===== config.mk =====
export PLATFORM = sky130hd
export DESIGN_NAME = irq_vector_ctrl
export DESIGN_NICKNAME = d
export VERILOG_FILES = /design/src/rtl/irqv_pkg.sv /design/src/rtl/irqv_decode.sv /design/src/rtl/irqv_srcregs.sv /design/src/rtl/irqv_vecbank.sv /design/src/rtl/irqv_arbiter.sv /design/src/rtl/irq_vector_ctrl.sv
export SDC_FILE = /design/constraint.sdc
export NUM_CORES = 2
export LEC_CHECK = 0
export BUFFER_PORTS_ARGS = -buffer_cell sky130_fd_sc_hd__buf_2
export CELL_PAD_IN_SITES_DETAIL_PLACEMENT = 1
export CELL_PAD_IN_SITES_GLOBAL_PLACEMENT = 1
export CORE_ASPECT_RATIO = 1.75
export CORE_MARGIN = 3
export CORE_UTILIZATION = 52
export CTS_CLUSTER_DIAMETER = 100
export DETAILED_ROUTE_END_ITERATION = 16
export GPL_TIMING_DRIVEN = 0
export HOLD_SLACK_MARGIN = 0.08
export PLACE_DENSITY = 0.86
export SYNTH_ARGS = -nofsm -noshare
export SYNTH_HDL_FRONTEND = slang
export SYNTH_HIERARCHICAL = 1
export SYNTH_SLANG_ARGS = --single-unit

===== constraint.sdc =====
create_clock -name clk_i -period 26.6 [get_ports clk_i]
set_input_delay 2.66 -clock clk_i [delete_from_list [all_inputs] [get_ports clk_i]]
set_output_delay 2.66 -clock clk_i [all_outputs]
set_load 0.02 [all_outputs]

===== src/rtl/irqv_pkg.sv =====
package irqv_pkg;

  localparam int RA_W = 12;
  localparam int DW   = 32;

  localparam logic [RA_W-1:0] OFS_IRQ_STAT = 12'h000;
  localparam logic [RA_W-1:0] OFS_FIQ_STAT = 12'h004;
  localparam logic [RA_W-1:0] OFS_STEER    = 12'h00C;
  localparam logic [RA_W-1:0] OFS_EN_SET   = 12'h010;
  localparam logic [RA_W-1:0] OFS_EN_CLR   = 12'h014;
  localparam logic [RA_W-1:0] OFS_SW_SET   = 12'h018;
  localparam logic [RA_W-1:0] OFS_SW_CLR   = 12'h01C;
  localparam logic [RA_W-1:0] OFS_VEC_CUR  = 12'h030;
  localparam logic [RA_W-1:0] OFS_VEC_DEF  = 12'h034;
  localparam logic [RA_W-1:0] OFS_TEST     = 12'h300;
  localparam logic [3:0]      PAGE_VADDR   = 4'h1;
  localparam logic [3:0]      PAGE_VCTL    = 4'h2;
  localparam logic [7:0]      PAGE_ID      = 8'hFE;

  typedef struct packed {
    logic irq_stat;
    logic fiq_stat;
    logic steer;
    logic en_set;
    logic en_clr;
    logic sw_set;
    logic sw_clr;
    logic vec_cur;
    logic vec_def;
    logic vaddr;
    logic vctl;
    logic test;
    logic id;
  } regsel_t;

endpackage


===== src/rtl/irqv_decode.sv =====
module irqv_decode
  import irqv_pkg::*;
#(
  parameter int NUM_VEC = 16,
  parameter int SLOT_W  = 4
) (
  input  logic [RA_W-1:0]   addr_i,
  output regsel_t           rs_o,
  output logic [SLOT_W-1:0] slot_o,
  output logic [1:0]        id_idx_o
);

  logic aligned;
  logic slot_ok;

  assign aligned = (addr_i[1:0] == 2'b00);
  assign slot_ok = (int'(addr_i[7:2]) < NUM_VEC);

  always_comb begin
    rs_o          = '0;
    rs_o.irq_stat = (addr_i == OFS_IRQ_STAT);
    rs_o.fiq_stat = (addr_i == OFS_FIQ_STAT);
    rs_o.steer    = (addr_i == OFS_STEER);
    rs_o.en_set   = (addr_i == OFS_EN_SET);
    rs_o.en_clr   = (addr_i == OFS_EN_CLR);
    rs_o.sw_set   = (addr_i == OFS_SW_SET);
    rs_o.sw_clr   = (addr_i == OFS_SW_CLR);
    rs_o.vec_cur  = (addr_i == OFS_VEC_CUR);
    rs_o.vec_def  = (addr_i == OFS_VEC_DEF);
    rs_o.test     = (addr_i == OFS_TEST);
    rs_o.vaddr    = aligned && slot_ok && (addr_i[11:8] == PAGE_VADDR);
    rs_o.vctl     = aligned && slot_ok && (addr_i[11:8] == PAGE_VCTL);
    rs_o.id       = aligned && (addr_i[11:4] == PAGE_ID);
  end

  assign slot_o   = addr_i[SLOT_W+1:2];
  assign id_idx_o = addr_i[3:2];

endmodule


===== src/rtl/irqv_srcregs.sv =====
module irqv_srcregs #(
  parameter int NUM_SRC = 32
) (
  input  logic               clk_i,
  input  logic               rst_ni,
  input  logic               en_set_i,
  input  logic               en_clr_i,
  input  logic               steer_wr_i,
  input  logic               sw_set_i,
  input  logic               sw_clr_i,
  input  logic               test_wr_i,
  input  logic [31:0]        wdata_i,
  input  logic [NUM_SRC-1:0] hw_i,
  output logic [NUM_SRC-1:0] en_o,
  output logic [NUM_SRC-1:0] steer_o,
  output logic [NUM_SRC-1:0] sw_o,
  output logic               test_o,
  output logic [NUM_SRC-1:0] irq_stat_o,
  output logic [NUM_SRC-1:0] fiq_stat_o
);

  logic [NUM_SRC-1:0] wbits;
  logic [NUM_SRC-1:0] en_q, en_d;
  logic [NUM_SRC-1:0] steer_q;
  logic [NUM_SRC-1:0] sw_q, sw_d;
  logic               test_q;
  logic               en_ce, sw_ce;
  logic [NUM_SRC-1:0] pend;

  assign wbits = wdata_i[NUM_SRC-1:0];

  // next state
  always_comb begin
    en_d = en_q;
    if (en_set_i) en_d = en_d | wbits;
    if (en_clr_i) en_d = en_d & ~wbits;
    sw_d = sw_q;
    if (sw_set_i) sw_d = sw_d | wbits;
    if (sw_clr_i) sw_d = sw_d & ~wbits;
    en_ce = en_set_i | en_clr_i;
    sw_ce = sw_set_i | sw_clr_i;
  end

  // registers
  always_ff @(posedge clk_i or negedge rst_ni) begin
    if (!rst_ni) begin
      en_q    <= '0;
      steer_q <= '0;
      sw_q    <= '0;
      test_q  <= 1'b0;
    end else begin
      if (en_ce)      en_q    <= en_d;
      if (steer_wr_i) steer_q <= wbits;
      if (sw_ce)      sw_q    <= sw_d;
      if (test_wr_i)  test_q  <= wdata_i[0];
    end
  end

  assign pend       = hw_i | sw_q;
  assign irq_stat_o = pend & en_q & ~steer_q;
  assign fiq_stat_o = pend & en_q & steer_q;
  assign en_o       = en_q;
  assign steer_o    = steer_q;
  assign sw_o       = sw_q;
  assign test_o     = test_q;

  AST_EN_SET_TAKES: assert property (@(posedge clk_i) disable iff (!rst_ni)
    (en_set_i && !en_clr_i) |=> ((en_q & $past(wbits)) == $past(wbits)));
  AST_EN_CLR_TAKES: assert property (@(posedge clk_i) disable iff (!rst_ni)
    en_clr_i |=> ((en_q & $past(wbits)) == '0));
  AST_SW_SET_TAKES: assert property (@(posedge clk_i) disable iff (!rst_ni)
    (sw_set_i && !sw_clr_i) |=> ((sw_q & $past(wbits)) == $past(wbits)));
  AST_SW_CLR_TAKES: assert property (@(posedge clk_i) disable iff (!rst_ni)
    sw_clr_i |=> ((sw_q & $past(wbits)) == '0));
  AST_STAT_DROPS: assert property (@(posedge clk_i) disable iff (!rst_ni)
    en_clr_i |=> (((irq_stat_o | fiq_stat_o) & $past(wbits)) == '0));

endmodule


===== src/rtl/irqv_vecbank.sv =====
module irqv_vecbank #(
  parameter int NUM_VEC = 16,
  parameter int SLOT_W  = 4,
  parameter int SRC_W   = 5,
  parameter int VEC_W   = 32
) (
  input  logic                            clk_i,
  input  logic                            rst_ni,
  input  logic                            vaddr_wr_i,
  input  logic                            vctl_wr_i,
  input  logic                            def_wr_i,
  input  logic [SLOT_W-1:0]               slot_i,
  input  logic [31:0]                     wdata_i,
  output logic [NUM_VEC-1:0][VEC_W-1:0]   vaddr_o,
  output logic [NUM_VEC-1:0]              slot_en_o,
  output logic [NUM_VEC-1:0][SRC_W-1:0]   slot_src_o,
  output logic [VEC_W-1:0]                def_o
);

  logic [VEC_W-1:0] def_q;

  for (genvar g = 0; g < NUM_VEC; g++) begin : g_slot
    logic             addr_ce, ctl_ce;
    logic [VEC_W-1:0] addr_q;
    logic             en_q;
    logic [SRC_W-1:0] src_q;

    assign addr_ce = vaddr_wr_i && (slot_i == SLOT_W'(g));
    assign ctl_ce  = vctl_wr_i  && (slot_i == SLOT_W'(g));

    always_ff @(posedge clk_i or negedge rst_ni) begin
      if (!rst_ni) begin
        addr_q <= '0;
        en_q   <= 1'b0;
        src_q  <= '0;
      end else begin
        if (addr_ce) addr_q <= wdata_i[VEC_W-1:0];
        if (ctl_ce) begin
          en_q  <= wdata_i[SRC_W];
          src_q <= wdata_i[SRC_W-1:0];
        end
      end
    end

    assign vaddr_o[g]    = addr_q;
    assign slot_en_o[g]  = en_q;
    assign slot_src_o[g] = src_q;
  end

  always_ff @(posedge clk_i or negedge rst_ni) begin
    if (!rst_ni)       def_q <= '0;
    else if (def_wr_i) def_q <= wdata_i[VEC_W-1:0];
  end

  assign def_o = def_q;

endmodule


===== src/rtl/irqv_arbiter.sv =====
module irqv_arbiter #(
  parameter int NUM_SRC = 32,
  parameter int NUM_VEC = 16,
  parameter int SRC_W   = 5,
  parameter int VEC_W   = 32
) (
  input  logic                          clk_i,
  input  logic                          rst_ni,
  input  logic [NUM_SRC-1:0]            irq_stat_i,
  input  logic [NUM_VEC-1:0]            slot_en_i,
  input  logic [NUM_VEC-1:0][SRC_W-1:0] slot_src_i,
  input  logic [NUM_VEC-1:0][VEC_W-1:0] vaddr_i,
  input  logic [VEC_W-1:0]              def_i,
  input  logic                          ack_i,
  input  logic                          eoi_i,
  output logic [VEC_W-1:0]              vec_o
);

  localparam logic [NUM_VEC-1:0] ONE_V = NUM_VEC'(1);

  logic [NUM_VEC-1:0] hit, blk, elig, grant;
  logic [NUM_VEC-1:0] insvc_q, insvc_d;
  logic               any, insvc_ce;

  for (genvar g = 0; g < NUM_VEC; g++) begin : g_match
    assign hit[g] = slot_en_i[g] & irq_stat_i[slot_src_i[g]];
    if (g == 0) begin : g_first
      assign blk[g] = insvc_q[g];
    end else begin : g_rest
      assign blk[g] = blk[g-1] | insvc_q[g];
    end
  end

  assign elig  = hit & ~blk;
  assign grant = elig & (~elig + ONE_V);
  assign any   = |elig;

  always_comb begin
    vec_o = def_i;
    for (int i = 0; i < NUM_VEC; i++) begin
      if (grant[i]) vec_o = vaddr_i[i];
    end
  end

  // next state of the in-service set
  always_comb begin
    insvc_d = insvc_q;
    if (eoi_i)        insvc_d = insvc_d & (insvc_d - ONE_V);
    if (ack_i && any) insvc_d = insvc_d | grant;
    insvc_ce = eoi_i | (ack_i & any);
  end

  always_ff @(posedge clk_i or negedge rst_ni) begin
    if (!rst_ni)       insvc_q <= '0;
    else if (insvc_ce) insvc_q <= insvc_d;
  end

  AST_GRANT_ONEHOT: assert property (@(posedge clk_i) disable iff (!rst_ni)
    $onehot0(grant));
  AST_ACK_MARKS: assert property (@(posedge clk_i) disable iff (!rst_ni)
    (ack_i && any && !eoi_i) |=> ((insvc_q & $past(grant)) == $past(grant)));
  AST_EOI_POPS_ONE: assert property (@(posedge clk_i) disable iff (!rst_ni)
    (eoi_i && !ack_i && (insvc_q != '0)) |=>
      ($countones(insvc_q) == $countones($past(insvc_q)) - 1));
  AST_DEFAULT_NO_MARK: assert property (@(posedge clk_i) disable iff (!rst_ni)
    (ack_i && !any && !eoi_i) |=> $stable(insvc_q));

endmodule


===== src/rtl/irq_vector_ctrl.sv =====
module irq_vector_ctrl
  import irqv_pkg::*;
#(
  parameter int          NUM_SRC = 32,
  parameter int          NUM_VEC = 16,
  parameter int          VEC_W   = 32,
  parameter logic [31:0] CELL_ID = 32'h0004_1192
) (
  input  logic               clk_i,
  input  logic               rst_ni,
  input  logic [11:0]        addr_i,
  input  logic               wr_i,
  input  logic [31:0]        wdata_i,
  input  logic               rd_i,
  output logic [31:0]        rdata_o,
  input  logic [NUM_SRC-1:0] hw_irq_i,
  output logic               irq_o,
  output logic               fiq_o
);

  localparam int SRC_W  = $clog2(NUM_SRC);
  localparam int SLOT_W = $clog2(NUM_VEC);

  // reset: asserted asynchronously, released on the clock
  logic [1:0] rst_sync_q;
  logic       rst_n;

  always_ff @(posedge clk_i or negedge rst_ni) begin
    if (!rst_ni) rst_sync_q <= 2'b00;
    else         rst_sync_q <= {rst_sync_q[0], 1'b1};
  end
  assign rst_n = rst_sync_q[1];

  regsel_t                        rs;
  logic [SLOT_W-1:0]              slot;
  logic [1:0]                     id_idx;
  logic [NUM_SRC-1:0]             en, steer, sw, irq_stat, fiq_stat;
  logic                           test_bit;
  logic [NUM_VEC-1:0][VEC_W-1:0]  vaddr;
  logic [NUM_VEC-1:0]             slot_en;
  logic [NUM_VEC-1:0][SRC_W-1:0]  slot_src;
  logic [VEC_W-1:0]               def_vec, cur_vec;
  logic [31:0]                    rd_val, rdata_q;

  irqv_decode #(.NUM_VEC(NUM_VEC), .SLOT_W(SLOT_W)) u_decode (
    .addr_i   (addr_i),
    .rs_o     (rs),
    .slot_o   (slot),
    .id_idx_o (id_idx)
  );

  irqv_srcregs #(.NUM_SRC(NUM_SRC)) u_srcregs (
    .clk_i      (clk_i),
    .rst_ni     (rst_n),
    .en_set_i   (wr_i & rs.en_set),
    .en_clr_i   (wr_i & rs.en_clr),
    .steer_wr_i (wr_i & rs.steer),
    .sw_set_i   (wr_i & rs.sw_set),
    .sw_clr_i   (wr_i & rs.sw_clr),
    .test_wr_i  (wr_i & rs.test),
    .wdata_i    (wdata_i),
    .hw_i       (hw_irq_i),
    .en_o       (en),
    .steer_o    (steer),
    .sw_o       (sw),
    .test_o     (test_bit),
    .irq_stat_o (irq_stat),
    .fiq_stat_o (fiq_stat)
  );

  irqv_vecbank #(.NUM_VEC(NUM_VEC), .SLOT_W(SLOT_W), .SRC_W(SRC_W), .VEC_W(VEC_W)) u_vecbank (
    .clk_i      (clk_i),
    .rst_ni     (rst_n),
    .vaddr_wr_i (wr_i & rs.vaddr),
    .vctl_wr_i  (wr_i & rs.vctl),
    .def_wr_i   (wr_i & rs.vec_def),
    .slot_i     (slot),
    .wdata_i    (wdata_i),
    .vaddr_o    (vaddr),
    .slot_en_o  (slot_en),
    .slot_src_o (slot_src),
    .def_o      (def_vec)
  );

  irqv_arbiter #(.NUM_SRC(NUM_SRC), .NUM_VEC(NUM_VEC), .SRC_W(SRC_W), .VEC_W(VEC_W)) u_arbiter (
    .clk_i      (clk_i),
    .rst_ni     (rst_n),
    .irq_stat_i (irq_stat),
    .slot_en_i  (slot_en),
    .slot_src_i (slot_src),
    .vaddr_i    (vaddr),
    .def_i      (def_vec),
    .ack_i      (rd_i & rs.vec_cur),
    .eoi_i      (wr_i & rs.vec_cur),
    .vec_o      (cur_vec)
  );

  // read multiplexer; decode strobes are mutually exclusive
  always_comb begin
    rd_val = '0;
    if (rs.irq_stat) rd_val[NUM_SRC-1:0] = irq_stat;
    if (rs.fiq_stat) rd_val[NUM_SRC-1:0] = fiq_stat;
    if (rs.steer)    rd_val[NUM_SRC-1:0] = steer;
    if (rs.en_set)   rd_val[NUM_SRC-1:0] = en;
    if (rs.sw_set)   rd_val[NUM_SRC-1:0] = sw;
    if (rs.vec_cur)  rd_val[VEC_W-1:0]   = cur_vec;
    if (rs.vec_def)  rd_val[VEC_W-1:0]   = def_vec;
    if (rs.vaddr)    rd_val[VEC_W-1:0]   = vaddr[slot];
    if (rs.vctl) begin
      rd_val[SRC_W]     = slot_en[slot];
      rd_val[SRC_W-1:0] = slot_src[slot];
    end
    if (rs.test)     rd_val[0] = test_bit;
    if (rs.id) begin
      case (id_idx)
        2'd0:    rd_val[7:0] = CELL_ID[7:0];
        2'd1:    rd_val[7:0] = CELL_ID[15:8];
        2'd2:    rd_val[7:0] = CELL_ID[23:16];
        default: rd_val[7:0] = CELL_ID[31:24];
      endcase
    end
  end

  always_ff @(posedge clk_i or negedge rst_n) begin
    if (!rst_n)    rdata_q <= '0;
    else if (rd_i) rdata_q <= rd_val;
  end

  assign rdata_o = rdata_q;
  assign irq_o   = |irq_stat;
  assign fiq_o   = |fiq_stat;

  AST_RDATA_HOLDS: assert property (@(posedge clk_i) disable iff (!rst_n)
    !rd_i |=> $stable(rdata_o));
  AST_UNMAPPED_ZERO: assert property (@(posedge clk_i) disable iff (!rst_n)
    (rd_i && (rs == '0)) |=> (rdata_o == '0));

endmodule


-- Word-level counts from Yosys, hierarchy flattened
Index checks and enable logic that the tools add are counted.
W data, S select, Z words.
- add/subtract/negate cells: 2
- multiplexer cells: 72
- bitwise operators: 62
- eq/ne operators: 29
- reduce and logical (&&, ||, !) cells: 44
- $lt $le $gt $ge: 18
- operator list (cell ; number):
    $mux W32 ; 29
    $and A32 B32 Y32 ; 5
    $bmux W32 S4 ; 1
    $lt A5 B6 Y1 const B ; 16
    $or A32 B32 Y32 ; 3
    $bmux W1 S5 ; 16
    $not A32 Y32 ; 2
    $reduce_or A32 Y1 ; 2
    $and A16 B16 Y16 ; 3
    $eq A12 B5 Y1 const B ; 4
    $logic_and A1 B1 Y1 ; 37
    $eq A4 B4 Y1 const B ; 8
    $mux W16 ; 2
    $not A16 Y16 ; 2
    $and A1 B1 Y1 ; 28
    $eq A12 B6 Y1 const B ; 2
    $pmux W8 S3 ; 1
    $bmux W5 S4 ; 1
    $mux W1 ; 18
    $or A1 B1 Y1 ; 18
    $add A16 B1 Y16 const B ; 1
    $eq A4 B3 Y1 const B ; 4
    $or A16 B16 Y16 ; 1
    $reduce_or A16 Y1 ; 1
    18 further kinds ; 22
- bits in registers: 787
- input port bits: 80

-- Longest topological paths before layout
- word-level depth: 42
- gate-level depth with buffers: 21

-- Cells and area by module
Netlist, hierarchy kept.
- modules (own cells, without submodules) (module ; times used ; cells each ; area an instance (sq um) ; sequential area each (sq um)):
    irqv_vecbank ; 1 ; 1446 ; 24129.4 ; 16015.4
    irqv_arbiter ; 1 ; 1331 ; 10397.5 ; 400.4
    irq_vector_ctrl ; 1 ; 772 ; 8149.1 ; 850.8
    irqv_srcregs ; 1 ; 437 ; 4020.1 ; 2427.3
    irqv_decode ; 1 ; 35 ; 237.7 ; 0.0

-- Worst setup path before layout
No wires, ideal clock.
- path type: input to register
- start: in hw_irq_i[14]
- end: reg rdata_q[0], in the netlist rdata_o[0]
- required time: 26535 ps
- setup time: 65 ps
- arrival: 6651 ps
- buffers on the path: 4
- stages on the path: 21
- slack: 19885 ps
- cell sequence: o21ai_0 -> nor2_1 -> clkbuf_1 -> mux4_2 -> a22oi_1 -> a31oi_1 -> or2_1 -> buf_2 -> nor2_1 -> nand4_4 -> or3_1 -> buf_4 -> nand2_4 -> buf_4 -> a211oi_1 -> a21oi_1 -> nand2b_1 -> o2111ai_1 -> a31o_2 -> a221oi_1 -> o22a_1
- cells in the longest elaborated chain, start to end: 32
- elaborated cells on any way between the ends: 77
- those cells by class: 1 x add/sub; 54 x mux; 22 x bitwise
- RTL lines (what ; line ; text):
    start: declaration ; irq_vector_ctrl.sv:16 ; input logic [NUM_SRC-1:0] hw_irq_i,
    $or A32 B32 Y32 (*) ; irqv_srcregs.sv:59 ; assign pend = hw_i | sw_q;
    $and A32 B32 Y32 (*) (2 in series) ; irqv_srcregs.sv:60 ; assign irq_stat_o = pend & en_q & ~steer_q;
    net irq_stat[14] ; irq_vector_ctrl.sv:37 ; logic [NUM_SRC-1:0] en, steer, sw, irq_stat, fiq_stat;
    $bmux W1 S5 ; irqv_arbiter.sv:26 ; assign hit[g] = slot_en_i[g] & irq_stat_i[slot_src_i[g]];
    $mux W1 (not written as such) ; irqv_arbiter.sv:26 ;
    $and A1 B1 Y1 ; irqv_arbiter.sv:26 ;
    $and A16 B16 Y16 (*) ; irqv_arbiter.sv:34 ; assign elig = hit & ~blk;
    $not A16 Y16 ; irqv_arbiter.sv:35 ; assign grant = elig & (~elig + ONE_V);
    [... 17 more ...] ; - ;
    $mux W32 (*) ; irqv_arbiter.sv:41 ; if (grant[i]) vec_o = vaddr_i[i];
    net cur_vec[0] ; irq_vector_ctrl.sv:42 ; logic [VEC_W-1:0] def_vec, cur_vec;
    $mux W32 (*) ; irq_vector_ctrl.sv:106 ; if (rs.vec_cur) rd_val[VEC_W-1:0] = cur_vec;
    $mux W32 (*) ; irq_vector_ctrl.sv:107 ; if (rs.vec_def) rd_val[VEC_W-1:0] = def_vec;
    $mux W32 (*) ; irq_vector_ctrl.sv:108 ; if (rs.vaddr) rd_val[VEC_W-1:0] = vaddr[slot];
    $mux W6 (*) ; irq_vector_ctrl.sv:109 ; if (rs.vctl) begin
    $mux W1 (*) ; irq_vector_ctrl.sv:113 ; if (rs.test) rd_val[0] = test_bit;
    $mux W8 (*) ; irq_vector_ctrl.sv:114 ; if (rs.id) begin
    end signal: assignment ; irq_vector_ctrl.sv:126 ; else if (rd_i) rdata_q <= rd_val;
    end: declaration ; irq_vector_ctrl.sv:43 ; logic [31:0] rd_val, rdata_q;
The timed path passes the listed nets; every way through them passes the cells marked *. The select of a mux whose other input is x is not followed.
A chain may end at the register's enable or synchronous reset.

-- Worst setup path after layout
- start: in hw_irq_i[12]
- end: reg rdata_q[4], in the netlist rdata_o[4]
- cells in the longest elaborated chain, start to end: 31
- elaborated cells on any way between the ends: 76
- those cells by class: 1 x add/sub; 53 x mux; 22 x bitwise
- RTL lines (what ; line):
    $or A32 B32 Y32 (*) ; irqv_srcregs.sv:59
    $and A32 B32 Y32 (*) (2 in series) ; irqv_srcregs.sv:60
    net irq_stat[12] ; irq_vector_ctrl.sv:37
    $bmux W1 S5 ; irqv_arbiter.sv:26
    $mux W1 (not written as such) ; irqv_arbiter.sv:26
    $and A1 B1 Y1 ; irqv_arbiter.sv:26
    $and A16 B16 Y16 (*) ; irqv_arbiter.sv:34
    $not A16 Y16 ; irqv_arbiter.sv:35
    [... 2 more ...] ; -
    $mux W32 (15 in series) ; irqv_arbiter.sv:41
    $mux W32 (*) ; irqv_arbiter.sv:41
    net cur_vec[4] ; irq_vector_ctrl.sv:42
    $mux W32 (*) ; irq_vector_ctrl.sv:106
    $mux W32 (*) ; irq_vector_ctrl.sv:107
    $mux W32 (*) ; irq_vector_ctrl.sv:108
    $mux W6 (*) ; irq_vector_ctrl.sv:109
    $mux W8 (*) ; irq_vector_ctrl.sv:114
Marked as above.

==> results.md <==
- Layout area overhead: 10.9%
- Post-CTS sizing: 0
- Pwr/cell area: 48.2 nW/um^2
- Initial DRC Count: between 7,000 and 8,000
- Peak supply drop: 0.0000564 V
- GRT Util Overall: a little under three fifths
- Starting Density: between 50 and 60%
- Setup TNS: 0 ns
- Clk_skew: roughly 0.05 ns
- Core Region: 89,400 um^2
- Final hold slack: about 0.34 ns
- Crit path max fanout: 10
- Synth unique cells: 93
- Gpl congestion: between 1 and 1.5
- Num ports: ~110
- Setup Buffers After CTS: 0
- Antenna viol nets, final: 0
- Layout cell share with drive strength beyond 1: about a third
- Post-synth top flop: dfrtp_1
- Clk root buf: clkbuf_16
- Width of the die: roughly 230 um
- Clk buf depth: 3
- Clock tree sinks: 787
- Simple-Gate Fraction of Synth Area: roughly 8.7%
- Total of warnings raised by yosys: 6
- Area occupied by multi-input gates: approximately 25,000 um^2
- Vias in the first global route: ~45,000
- Worst Path Required: around 27 ns
- Slew HR: -15.2%
- Via count: 44,700
- Final Non-Filler Cells: about 5,500
- Global route overflow: 0
- Post-synthesis mux area share: a little under a third
- Slew @ Worst Pin: about 1.7 ns
- CP arrival: ~11 ns
- Max_cap viols: 7
- Synth Area in Adders: 0%
- Fin nets: ~4,300
- Routed wire length: roughly 260,000 um
- CTS Buf Count: 78
- Largest family of logic cells by synthesized area: multiplexers
- TritonCTS clock tree: done
- Die Area: ~94,000 um^2
- Reg2Reg Setup Slack: about 18 ns
- Failing checks: capacitance limit, slew limit
- # hold bufs at CTS: 0
- Row cnt: between 100 and 150
- Crit path launch type: primary input
- Final Critical Period: 10.33 ns
- Crit Path Category: in2reg
- RR Startpoint: u_srcregs/sw_o[12]
- Syn_nets: about 4,000
- Fill cells: 9,250
- Fin. Hold Viols: 0
- Avg Inst Size Synth: 11.7 um^2
- Dpl cells: between 5,000 and 6,000
- Largest net degree at the start of global routing: 71
- Vias per cell: 8.12
- Static Leak: about 23 nW
- Final count of pins violating max slew: 62
- Critical path capture point type: flop
- RR Endpoint: rdata_o[4]
- Synth Instances: between 4,000 and 5,000
- Synth Area in Compound Gates: between 10% and 20%
- Most frequent cells in the layout: dfrtp_1, mux2_2, mux4_2
- RSZ-0062 raised after global routing: no
- Drt wl/cell: 46.6 um
- Register area: between 15,000 and 20,000 um^2
- FF+latch count, synth: 787
- Port Buffers: roughly 110
- Post-synthesis sequential area ratio: 42.0%
- R2R cell count: 18
- Initial antenna violation count: 25
- Htree depth: 3
- 1st-pass router iterations: 9
- Drt drc: 0
- Die H: around 400 um
- Clock-pin slew of the registers on the worst-case setup and hold paths: 0.07 ns
- Outcome: complete, but fails checks
- Synth async-reset ratio: 100%
- Cell Area, Synth: between 40,000 and 50,000 um^2
- Synth Area in XOR/XNOR: 0%
- Setup Viol. Count Final: 0
- Post-DP HPWL: 186,000 um
- Clock latency on the worst-skew pair: approximately 0.75 ns
- Fin crit share: between 30% and 40%
- Commonest non-fill, non-tap cell in the layout: dfrtp_1
- F_max: 96.8 MHz
- First-pass GRT wire length: 361,000 um
- Total chip power: around 2.5 mW
- HP Class: reg2async
- EDFF count, synth: 0
-- final cells by class --
cell class              count  area share, %
diodes                     29          0.139
plain buffers             395           3.81
clock buffers             111           4.26
clock inverters            25          0.459
inverters                  75          0.541
multi-input cells        2764           48.1
flip-flops and latches    787           37.9
well taps                1176           2.83
repair buffers            140           2.01
-- per-layer routing --
metal | routed length [um] | track usage, %
met4 | 39200 | 58.6
met3 | 32400 | 24.7
met1 | 74600 | 56.5
met2 | 110000 | 80.0
met5 | 50 | 0.477
-- cells by family after synthesis --
logic type / after synthesis
other cells: 1
flops: 787
simple gates: 800
compound gates: 962
buf+inv: 470
mux: 1001
-- cell usage after synthesis, types with 7 or more instances --
library cell	instances	share of area, %
nor3_1	35	0.37
buf_2	97	1.0
nor2b_1	32	0.43
o221ai_1	20	0.37
a222oi_1	12	0.26
or2_2	9	0.12
mux2i_1	49	1.0
o221a_2	16	0.38
o21ai_1	10	0.11
mux4_2	288	14
nor4_1	34	0.45
a221oi_1	85	1.6
or3_1	18	0.24
nand2_1	219	1.8
o21ai_0	180	1.9
dfrtp_1	787	42
clkbuf_1	205	1.6
a22o_1	9	0.17
nor2_1	178	1.4
mux2_4	7	0.22
o211ai_1	53	0.85
nand3b_1	18	0.29
a211oi_1	36	0.58
a21oi_1	276	2.9
nand4_1	33	0.44
o311ai_0	10	0.19
and3_1	22	0.29
a21o_1	27	0.43
a31oi_1	19	0.25
inv_1	70	0.56
a2111oi_0	10	0.19
buf_1	14	0.11
nand3_1	82	0.87
a22oi_1	45	0.72
o22ai_1	49	0.65
buf_6	26	0.62
o21a_1	9	0.14
a221o_1	14	0.30
mux2_2	657	16
and2_1	23	0.31
nand2b_1	43	0.57
buf_4	47	0.75
o31ai_1	13	0.21
-- flip-flops by register name, indices dropped and copies added (netlist names) --
signal and cells:
u_vecbank/g_slot.addr_q 512, u_vecbank/g_slot.src_q 80, rdata_o 32, u_srcregs/en_o 32, u_srcregs/steer_o 32, u_srcregs/sw_o 32, u_vecbank/def_o 32, u_arbiter/insvc_q 16
u_vecbank/g_slot.en_q 16, rst_sync_q 2, u_srcregs/test_o 1
-- worst max-delay path by stage --
stage	start	endpoint	slack (ns)	cells after the start
2_1_floorplan	rst_sync_q[1]	rdata_o[0]	3.04	0
3_3_place_gp	rst_sync_q[1]	u_vecbank/g_slot[0].src_q[2]	-6.59	0
3_5_place_dp	hw_irq_i[12]	rdata_o[1]	16.27	18
4_1_cts	hw_irq_i[12]	rdata_o[1]	16.98	18
5_1_grt	hw_irq_i[26]	rdata_o[4]	16.54	20
6_report	hw_irq_i[12]	rdata_o[4]	16.27	19
-- report_power, final --
part | total [mW] | switching, mW | internal [mW]
Combinational | 0.157 | 0.119 | 0.0382
Sequential | 1.21 | 0.00983 | 1.20
Clock | 1.14 | 0.534 | 0.603
-- metrics by stage --
step	utilization, %	area (um^2)	setup WS (ns)
floorplan	-	46900	3.04
global placement	54.8	49000	-6.59
detailed placement	55.2	49400	16.27
CTS	57.9	51800	16.98
global route	58.1	52000	16.54
finish	58.2	52000	16.27
-- worst max-delay path, cell delays in order --
cell and delay [ns]:
buf_2 0.11, o21ai_0 0.22, nor2_1 0.19, buf_4 0.24, clkbuf_1 0.41, mux4_2 0.61
or3_1 0.35, a22oi_1 0.93, nand4_2 0.48, nor3_2 0.99, clkbuf_1 1.20, a22oi_1 0.31
nand3_1 0.20, o22ai_1 0.11, a21oi_1 0.71, inv_1 0.11, a221oi_1 0.51, a2111oi_0 0.20
o41ai_1 0.34
Note: power is estimated with default switching activity, not from simulation.
